`config.mk`:
```
export PLATFORM = sky130hd
export DESIGN_NAME = swbus_mode_ctrl
export DESIGN_NICKNAME = d
export VERILOG_FILES = /design/src/rtl/swbus_pkg.sv /design/src/rtl/swbus_mode_sync.sv /design/src/rtl/swbus_drv_path.sv /design/src/rtl/swbus_wake_ctrl.sv /design/src/rtl/swbus_mode_ctrl.sv
export SDC_FILE = /design/constraint.sdc
export NUM_CORES = 1
export LEC_CHECK = 0
export ABC_AREA = 1
export BUFFER_PORTS_ARGS = -buffer_cell sky130_fd_sc_hd__buf_2
export CAP_MARGIN = 20
export CORE_MARGIN = 2
export CORE_UTILIZATION = 28
export CTS_CLUSTER_DIAMETER = 120
export DETAILED_ROUTE_END_ITERATION = 6
export PLACE_DENSITY_LB_ADDON = 0.25
export SYNTH_ARGS = -nofsm -noshare
export SYNTH_HDL_FRONTEND = slang
export SYNTH_SLANG_ARGS = --single-unit
```
`constraint.sdc`:
```
create_clock -name clk -period 1.7 [get_ports clk]
set_input_delay 0.255 -clock clk [delete_from_list [all_inputs] [get_ports clk]]
set_output_delay 0.255 -clock clk [all_outputs]
set_load 0.005 [all_outputs]
```
`src/rtl/swbus_pkg.sv`:
```
// Shared types for the single-wire bus mode controller.
// Assumes: the mode code is {mode0, mode1}. Drive-select codes are what the
// analog driver decodes.
package swbus_pkg;

    // Operating mode, coded as {mode0, mode1}
    typedef enum logic [1:0] {
        MD_SLEEP = 2'b00,
        MD_WAKE  = 2'b01,
        MD_FAST  = 2'b10,
        MD_NORM  = 2'b11
    } swbus_mode_t;

    // Drive level and slew select for the analog driver
    typedef enum logic [1:0] {
        LVL_OFF  = 2'b00,
        LVL_FAST = 2'b01,
        LVL_NORM = 2'b10,
        LVL_HV   = 2'b11
    } swbus_lvl_t;

endpackage

```
`src/rtl/swbus_mode_sync.sv`:
```
// Mode pin synchroniser.
// Does: passes the two mode pins through a STAGES-deep flop chain and hands
// out the decoded mode.
// Assumes: undriven pins are pulled to 0 by the pad, and the chain resets to
// sleep.
module swbus_mode_sync
    import swbus_pkg::*;
#(
    parameter int STAGES = 2
) (
    input  logic        clk,
    input  logic        rst_n,
    input  logic        mode0_i,
    input  logic        mode1_i,
    output swbus_mode_t mode_o
);
    logic [1:0] chain_q [STAGES];

    generate
        for (genvar s = 0; s < STAGES; s++) begin : g_stage
            if (s == 0) begin : g_first
                // first flop samples the raw pins
                always_ff @(posedge clk) begin
                    if (!rst_n) chain_q[0] <= 2'b00;
                    else        chain_q[0] <= {mode0_i, mode1_i};
                end
            end else begin : g_next
                // later flops copy the stage before
                always_ff @(posedge clk) begin
                    if (!rst_n) chain_q[s] <= 2'b00;
                    else        chain_q[s] <= chain_q[s-1];
                end
            end
        end
    endgenerate

    assign mode_o = swbus_mode_t'(chain_q[STAGES-1]);

    generate
        if (STAGES >= 2) begin : g_chk
            p_sync_shift_r1: assert property (@(posedge clk) disable iff (!rst_n)
                chain_q[STAGES-1] == $past(chain_q[STAGES-2]));
        end
    endgenerate
endmodule

```
`src/rtl/swbus_drv_path.sv`:
```
// Transmit path and load switch.
// Does: turns the transmit bit into a driver enable, picks the drive level
// for the mode, and opens the load switch on ground loss.
// Assumes: txd_i and gnd_loss_i are already clean levels. This path is
// combinational.
module swbus_drv_path
    import swbus_pkg::*;
(
    input  logic        clk,
    input  logic        rst_n,
    input  swbus_mode_t mode_i,
    input  logic        txd_i,
    input  logic        gnd_loss_i,
    output logic        drv_en_o,
    output logic [1:0]  drv_sel_o,
    output logic        load_sw_o
);
    swbus_lvl_t lvl;

    // map the operating mode onto a driver level
    always_comb begin
        unique case (mode_i)
            MD_FAST: lvl = LVL_FAST;
            MD_NORM: lvl = LVL_NORM;
            MD_WAKE: lvl = LVL_HV;
            default: lvl = LVL_OFF;
        endcase
    end

    // drive dominant on a low transmit bit, only when the driver is powered
    always_comb begin
        drv_en_o = (lvl != LVL_OFF) && !txd_i;
    end

    assign drv_sel_o = lvl;
    assign load_sw_o = !gnd_loss_i;

    p_no_drive_off_r3: assert property (@(posedge clk) disable iff (!rst_n)
        (mode_i == MD_SLEEP) |-> !drv_en_o);
endmodule

```
`src/rtl/swbus_wake_ctrl.sv`:
```
// Sleep-mode wake sequencer.
// Does: raises the regulator enable and opens the receive window on a
// high-voltage bus level during sleep. Each of the two has its own hold time
// after the level goes away, and a wake timeout caps the time awake in sleep.
// Assumes: bus_hv_i is synchronous to clk. RX_HOLD, CL_HOLD and WAKE_TMO are
// all at least 1.
module swbus_wake_ctrl #(
    parameter int RX_HOLD  = 1000,
    parameter int CL_HOLD  = 5000,
    parameter int WAKE_TMO = 100000
) (
    input  logic clk,
    input  logic rst_n,
    input  logic sleep_i,
    input  logic bus_hv_i,
    output logic rx_win_o,
    output logic cntl_o
);
    localparam int RW = $clog2(RX_HOLD + 1);
    localparam int CW = $clog2(CL_HOLD + 1);
    localparam int TW = $clog2(WAKE_TMO + 1);
    localparam logic [RW-1:0] RX_LOAD  = RW'(RX_HOLD);
    localparam logic [CW-1:0] CL_LOAD  = CW'(CL_HOLD);
    localparam logic [TW-1:0] TMO_LAST = TW'(WAKE_TMO - 1);

    logic          rx_win_q, cntl_q, lock_q;
    logic [RW-1:0] rx_cnt_q;
    logic [CW-1:0] cl_cnt_q;
    logic [TW-1:0] tmo_q;

    // wake state, hold counters and timeout counter
    always_ff @(posedge clk) begin
        if (!rst_n) begin
            rx_win_q <= 1'b0;
            cntl_q   <= 1'b0;
            lock_q   <= 1'b0;
            rx_cnt_q <= '0;
            cl_cnt_q <= '0;
            tmo_q    <= '0;
        end else if (!sleep_i) begin
            cntl_q   <= 1'b1;
            rx_win_q <= 1'b0;
            rx_cnt_q <= '0;
            cl_cnt_q <= CL_LOAD;
            tmo_q    <= '0;
            lock_q   <= 1'b0;
        end else if (lock_q) begin
            cntl_q   <= 1'b0;
            rx_win_q <= 1'b0;
            if (!bus_hv_i) lock_q <= 1'b0;
        end else if (cntl_q && tmo_q == TMO_LAST) begin
            cntl_q   <= 1'b0;
            rx_win_q <= 1'b0;
            rx_cnt_q <= '0;
            cl_cnt_q <= '0;
            tmo_q    <= '0;
            lock_q   <= 1'b1;
        end else begin
            tmo_q <= cntl_q ? tmo_q + TW'(1) : '0;
            if (bus_hv_i) begin
                cntl_q   <= 1'b1;
                rx_win_q <= 1'b1;
                rx_cnt_q <= RX_LOAD;
                cl_cnt_q <= CL_LOAD;
            end else begin
                if (rx_win_q) begin
                    if (rx_cnt_q <= RW'(1)) begin
                        rx_win_q <= 1'b0;
                        rx_cnt_q <= '0;
                    end else begin
                        rx_cnt_q <= rx_cnt_q - RW'(1);
                    end
                end
                if (cntl_q) begin
                    if (cl_cnt_q <= CW'(1)) begin
                        cntl_q   <= 1'b0;
                        cl_cnt_q <= '0;
                    end else begin
                        cl_cnt_q <= cl_cnt_q - CW'(1);
                    end
                end
            end
        end
    end

    assign rx_win_o = rx_win_q;
    assign cntl_o   = cntl_q;

    p_cntl_awake_r7: assert property (@(posedge clk) disable iff (!rst_n)
        !sleep_i |=> cntl_q);
    p_cntl_fall_asleep_r8: assert property (@(posedge clk) disable iff (!rst_n)
        $fell(cntl_q) |-> $past(sleep_i));
    p_win_open_on_hv_r6: assert property (@(posedge clk) disable iff (!rst_n)
        $rose(rx_win_q) |-> $past(bus_hv_i && sleep_i));
    p_lock_after_wake_r9: assert property (@(posedge clk) disable iff (!rst_n)
        $rose(lock_q) |-> $past(cntl_q));
endmodule

```
`src/rtl/swbus_mode_ctrl.sv`:
```
// Top of the single-wire bus mode controller.
// Does: joins the mode synchroniser, the transmit path and the wake
// sequencer, and steers the receive output.
// Assumes: analog comparator flags arrive as clean synchronous levels, and
// rxd_o = 1 means the open-drain pad is released.
module swbus_mode_ctrl
    import swbus_pkg::*;
#(
    parameter int SYNC_STAGES = 2,
    parameter int RX_HOLD     = 1000,
    parameter int CL_HOLD     = 5000,
    parameter int WAKE_TMO    = 100000
) (
    input  logic       clk,
    input  logic       rst_n,
    input  logic       mode0_i,
    input  logic       mode1_i,
    input  logic       txd_i,
    input  logic       bus_dom_i,
    input  logic       bus_hv_i,
    input  logic       gnd_loss_i,
    output logic       drv_en_o,
    output logic [1:0] drv_sel_o,
    output logic       rxd_o,
    output logic       cntl_o,
    output logic       load_sw_o
);
    swbus_mode_t mode;
    logic        sleep;
    logic        rx_win;

    swbus_mode_sync #(.STAGES(SYNC_STAGES)) u_sync (
        .clk     (clk),
        .rst_n   (rst_n),
        .mode0_i (mode0_i),
        .mode1_i (mode1_i),
        .mode_o  (mode)
    );

    assign sleep = (mode == MD_SLEEP);

    swbus_drv_path u_drv (
        .clk        (clk),
        .rst_n      (rst_n),
        .mode_i     (mode),
        .txd_i      (txd_i),
        .gnd_loss_i (gnd_loss_i),
        .drv_en_o   (drv_en_o),
        .drv_sel_o  (drv_sel_o),
        .load_sw_o  (load_sw_o)
    );

    swbus_wake_ctrl #(
        .RX_HOLD  (RX_HOLD),
        .CL_HOLD  (CL_HOLD),
        .WAKE_TMO (WAKE_TMO)
    ) u_wake (
        .clk      (clk),
        .rst_n    (rst_n),
        .sleep_i  (sleep),
        .bus_hv_i (bus_hv_i),
        .rx_win_o (rx_win),
        .cntl_o   (cntl_o)
    );

    // pass bus data when awake or inside the wake window, else release
    always_comb begin
        if (!sleep || rx_win) rxd_o = !bus_dom_i;
        else                  rxd_o = 1'b1;
    end

    p_rx_quiet_sleep_r5: assert property (@(posedge clk) disable iff (!rst_n)
        (sleep && !rx_win) |-> rxd_o);
endmodule

```
==> results.toml <==
[run_status]
status = "finished, final reports clean"

[routing]
firstDrtPassIters = 4
vias_per_cell = 4.44
vias = 2636
totalWireLength_um = 6170
drt-initial-drc-count = 96
wl_per_cell_um = 10.4
ant_nets = 0
route.detailed.drc = 0

[die]
die_area_mm2 = 0.0109
fp.coreArea_mm2 = 0.00982
rows = 36
io_pins = 14
die_h_um = 105
die_x_um = 105
start_util_pct = 28.8

[place]
dp_hpwl_um = 4720
gp_congestion = 0.861
portBuffers = 13

[logic_synthesis]
ys_types = 36
synth-simple-area-share_pct = 37.6
synth_compound_area_share_pct = 12.1
synthAdderAreaFrac_pct = 3.98
async_reset_ff_share_pct = 0
synth.avg_cell_area_um2 = 6.57
synthXorXnorAreaFrac_pct = 3.09
synth_edf_count = 0
yosys-mux-area-fraction_pct = 0
ys_warn_count = 0
netlist_instances = 431
synth_top_family_by_area = "simple AND/OR/NAND/NOR gates"
synth_seq_cells = 47
synth_ff_type = "dfxtp_1"
synth_fp_nets = 448
syn_area_mm2 = 0.00283
yosysSeqAreaShare_pct = 33.2

[clock_network]
path_clk_slew_ns = 0.08
cts_buffer_depth = 2
cts_sinks = 47
htree_levels = 2
tritoncts = "done"
numCtsBuffers = 5
clk_latency_ns = 0.30
ctsRootBufferMaster = "clkbuf_8"
cts_hold_buf = 0

[timing]
min_period_over_period_pct = 91.9
final.setup_skew_ns = 0.00470
drv_slew = 0
relSlewSlack_pct = 78.8
setup_tns_ns = 0
rsz0062_at_grt = "no"
holdWs_ns = 0.138
finalSetupViolCount = 0
hold_violations = 0
timing.fmax_mhz = 640
tightestPinTransition_ns = 0.317
finalCriticalPeriod_ns = 1.56

[final_layout]
final_common_cell = "nand2_1"
area_growth_pct = 15.9
final_layout_size_suffix_gt1_share_pct = 15.4
n_fill_cell = 1118
final_cell_mix = "nand2_1, inv_1, nor2_1, dfxtp_1, nand3_1"
fin_nets = 478
n_antenna_cell = 0

[worst_setup_path]
crit_type = "reg2reg"
regToRegStartpoint = "u_wake.cntl_o"
endpoint_kind = "register"
r2r_end = "u_wake.tmo_q[0]"
worstPathRequired_ns = 1.89
worstPathMaxFanout = 5
cp-start-kind = "register"
r2r_setup_slack_ns = 0.14
critPathArrivalTime_ns = 1.76
r2r_cells = 9

[power_and_ir_drop]
peakVddDrop_mv = 0.318
p_leak_nw = 1.44
p_per_area_mw_per_mm2 = 850

[worst_hold_path]
hold_class = "in2reg"
whs_endpoint = "u_sync.chain_q[0][0]"
hold_start = "mode1_i"
holdPathStages = 3

[global_routing]
grt_pass1_vias = 2496
grt_pass1_wl_um = 10900
antenna_found_initial = 0
grt_max_degree = 16
grt_usage_pct = 11.8
gr-total-overflow = 0

[flow_run]
drv_cap = 0
[what timing repair did]
action	4_1_cts	5_1_grt
setup endpoints to repair	0	35
resized for setup	0	8
setup buffers	0	3
[per-layer routing]
metal / up-vias / part of all wire, % / global-route usage (%)
li1: 1430 / - / -
met1: 1159 / 51 / 15.5
met5: - / 0 / 0
met3: 9 / 3.0 / 2.12
met4: 0 / 1.6 / 3.71
met2: 38 / 44 / 19.7
[synthesized netlist by cell type, types with 4 or more instances]
library cell | number | area (µm²)
nand2_1 | 108 | 405
inv_1 | 55 | 206
nor2_1 | 48 | 180
dfxtp_1 | 47 | 941
nand3_1 | 43 | 215
a21oi_1 | 35 | 175
o21ai_0 | 15 | 75.1
ha_1 | 9 | 113
xor2_1 | 9 | 78.8
nor2_2 | 8 | 50.1
nor3_1 | 8 | 40.0
inv_2 | 5 | 18.8
nand2_2 | 4 | 25.0
[registers in the layout (all words and copies together) (netlist names)]
register,count
u_wake.lock_q,1
u_sync.chain_q,4
u_wake.rx_win_o,1
u_wake.rx_cnt_q,10
u_wake.cl_cnt_q,13
u_wake.tmo_q,17
u_wake.cntl_o,1
[worst max-delay path, stage by stage, from the launching register on]
cell and delay [ns]:
dfxtp_1 0.48, nand2_1 0.13, inv_1 0.06, nand2_1 0.05
nor2_2 0.13, nand3_4 0.13, nand2_4 0.12, nor2_4 0.05
buf_4 0.15, o21a_1 0.16
[how the worst max path moves through the flow]
stage / startpoint / cells after the start / end
2_1_floorplan: u_wake.tmo_q[0] / 9 / u_wake.rx_cnt_q[0]
3_3_place_gp: u_wake.tmo_q[0] / 8 / u_wake.tmo_q[9]
3_5_place_dp: u_wake.tmo_q[0] / 8 / u_wake.tmo_q[9]
4_1_cts: u_wake.tmo_q[0] / 8 / u_wake.tmo_q[9]
5_1_grt: u_wake.tmo_q[0] / 9 / u_wake.rx_cnt_q[2]
6_report: u_wake.cntl_o / 9 / u_wake.tmo_q[0]
[per-stage QoR]
stage | worst slack, ns | cell area (µm²) | instances | total power, mW | utilization (%)
after global routing | 0.00170 | 3280 | 594 | 3.00 | 33.4
after CTS | 0.0537 | 3230 | 591 | 2.82 | 32.8
after detailed placement | 0.0583 | 3120 | 584 | 2.00 | 31.8
final | 0.138 | 3280 | 594 | 2.79 | 33.4
after floorplan | 0.264 | 2830 | 431 | 1.81 | -
after global placement | 0.0854 | 3120 | 584 | 2.00 | 31.8
[power by group]
part / leakage [nW] / internal [mW] / total (mW) / switching, mW
logic: 1.00 / 0.306 / 0.751 / 0.445
registers: 0.386 / 1.17 / 1.25 / 0.0723
clock network: 0.0513 / 0.431 / 0.794 / 0.363
total: 1.44 / 1.91 / 2.79 / 0.880
[cell type report]
class                           instances  area (µm²)  area share (%)
Timing Repair Buffer                   31         213            6.48
Multi-Input combinational cell        315        1630            49.6
Clock buffer                            6        72.6            2.21
Inverter                               61         229            6.97
Sequential cell                        47         943            28.7
Clock inverter                          1        30.0           0.915
Tap cell                              133         166            5.07
[cells by family (layout without fill, tap and decap cells)]
kind of cell / after synthesis / after routing
simple gates: 235 / 235
buf+inv: 69 / 99
compound gates: 61 / 61
flops: 47 / 47
xor+xnor: 10 / 10
fa+ha+maj: 9 / 9
No activity file was read; power rests on OpenSTA's default activity.
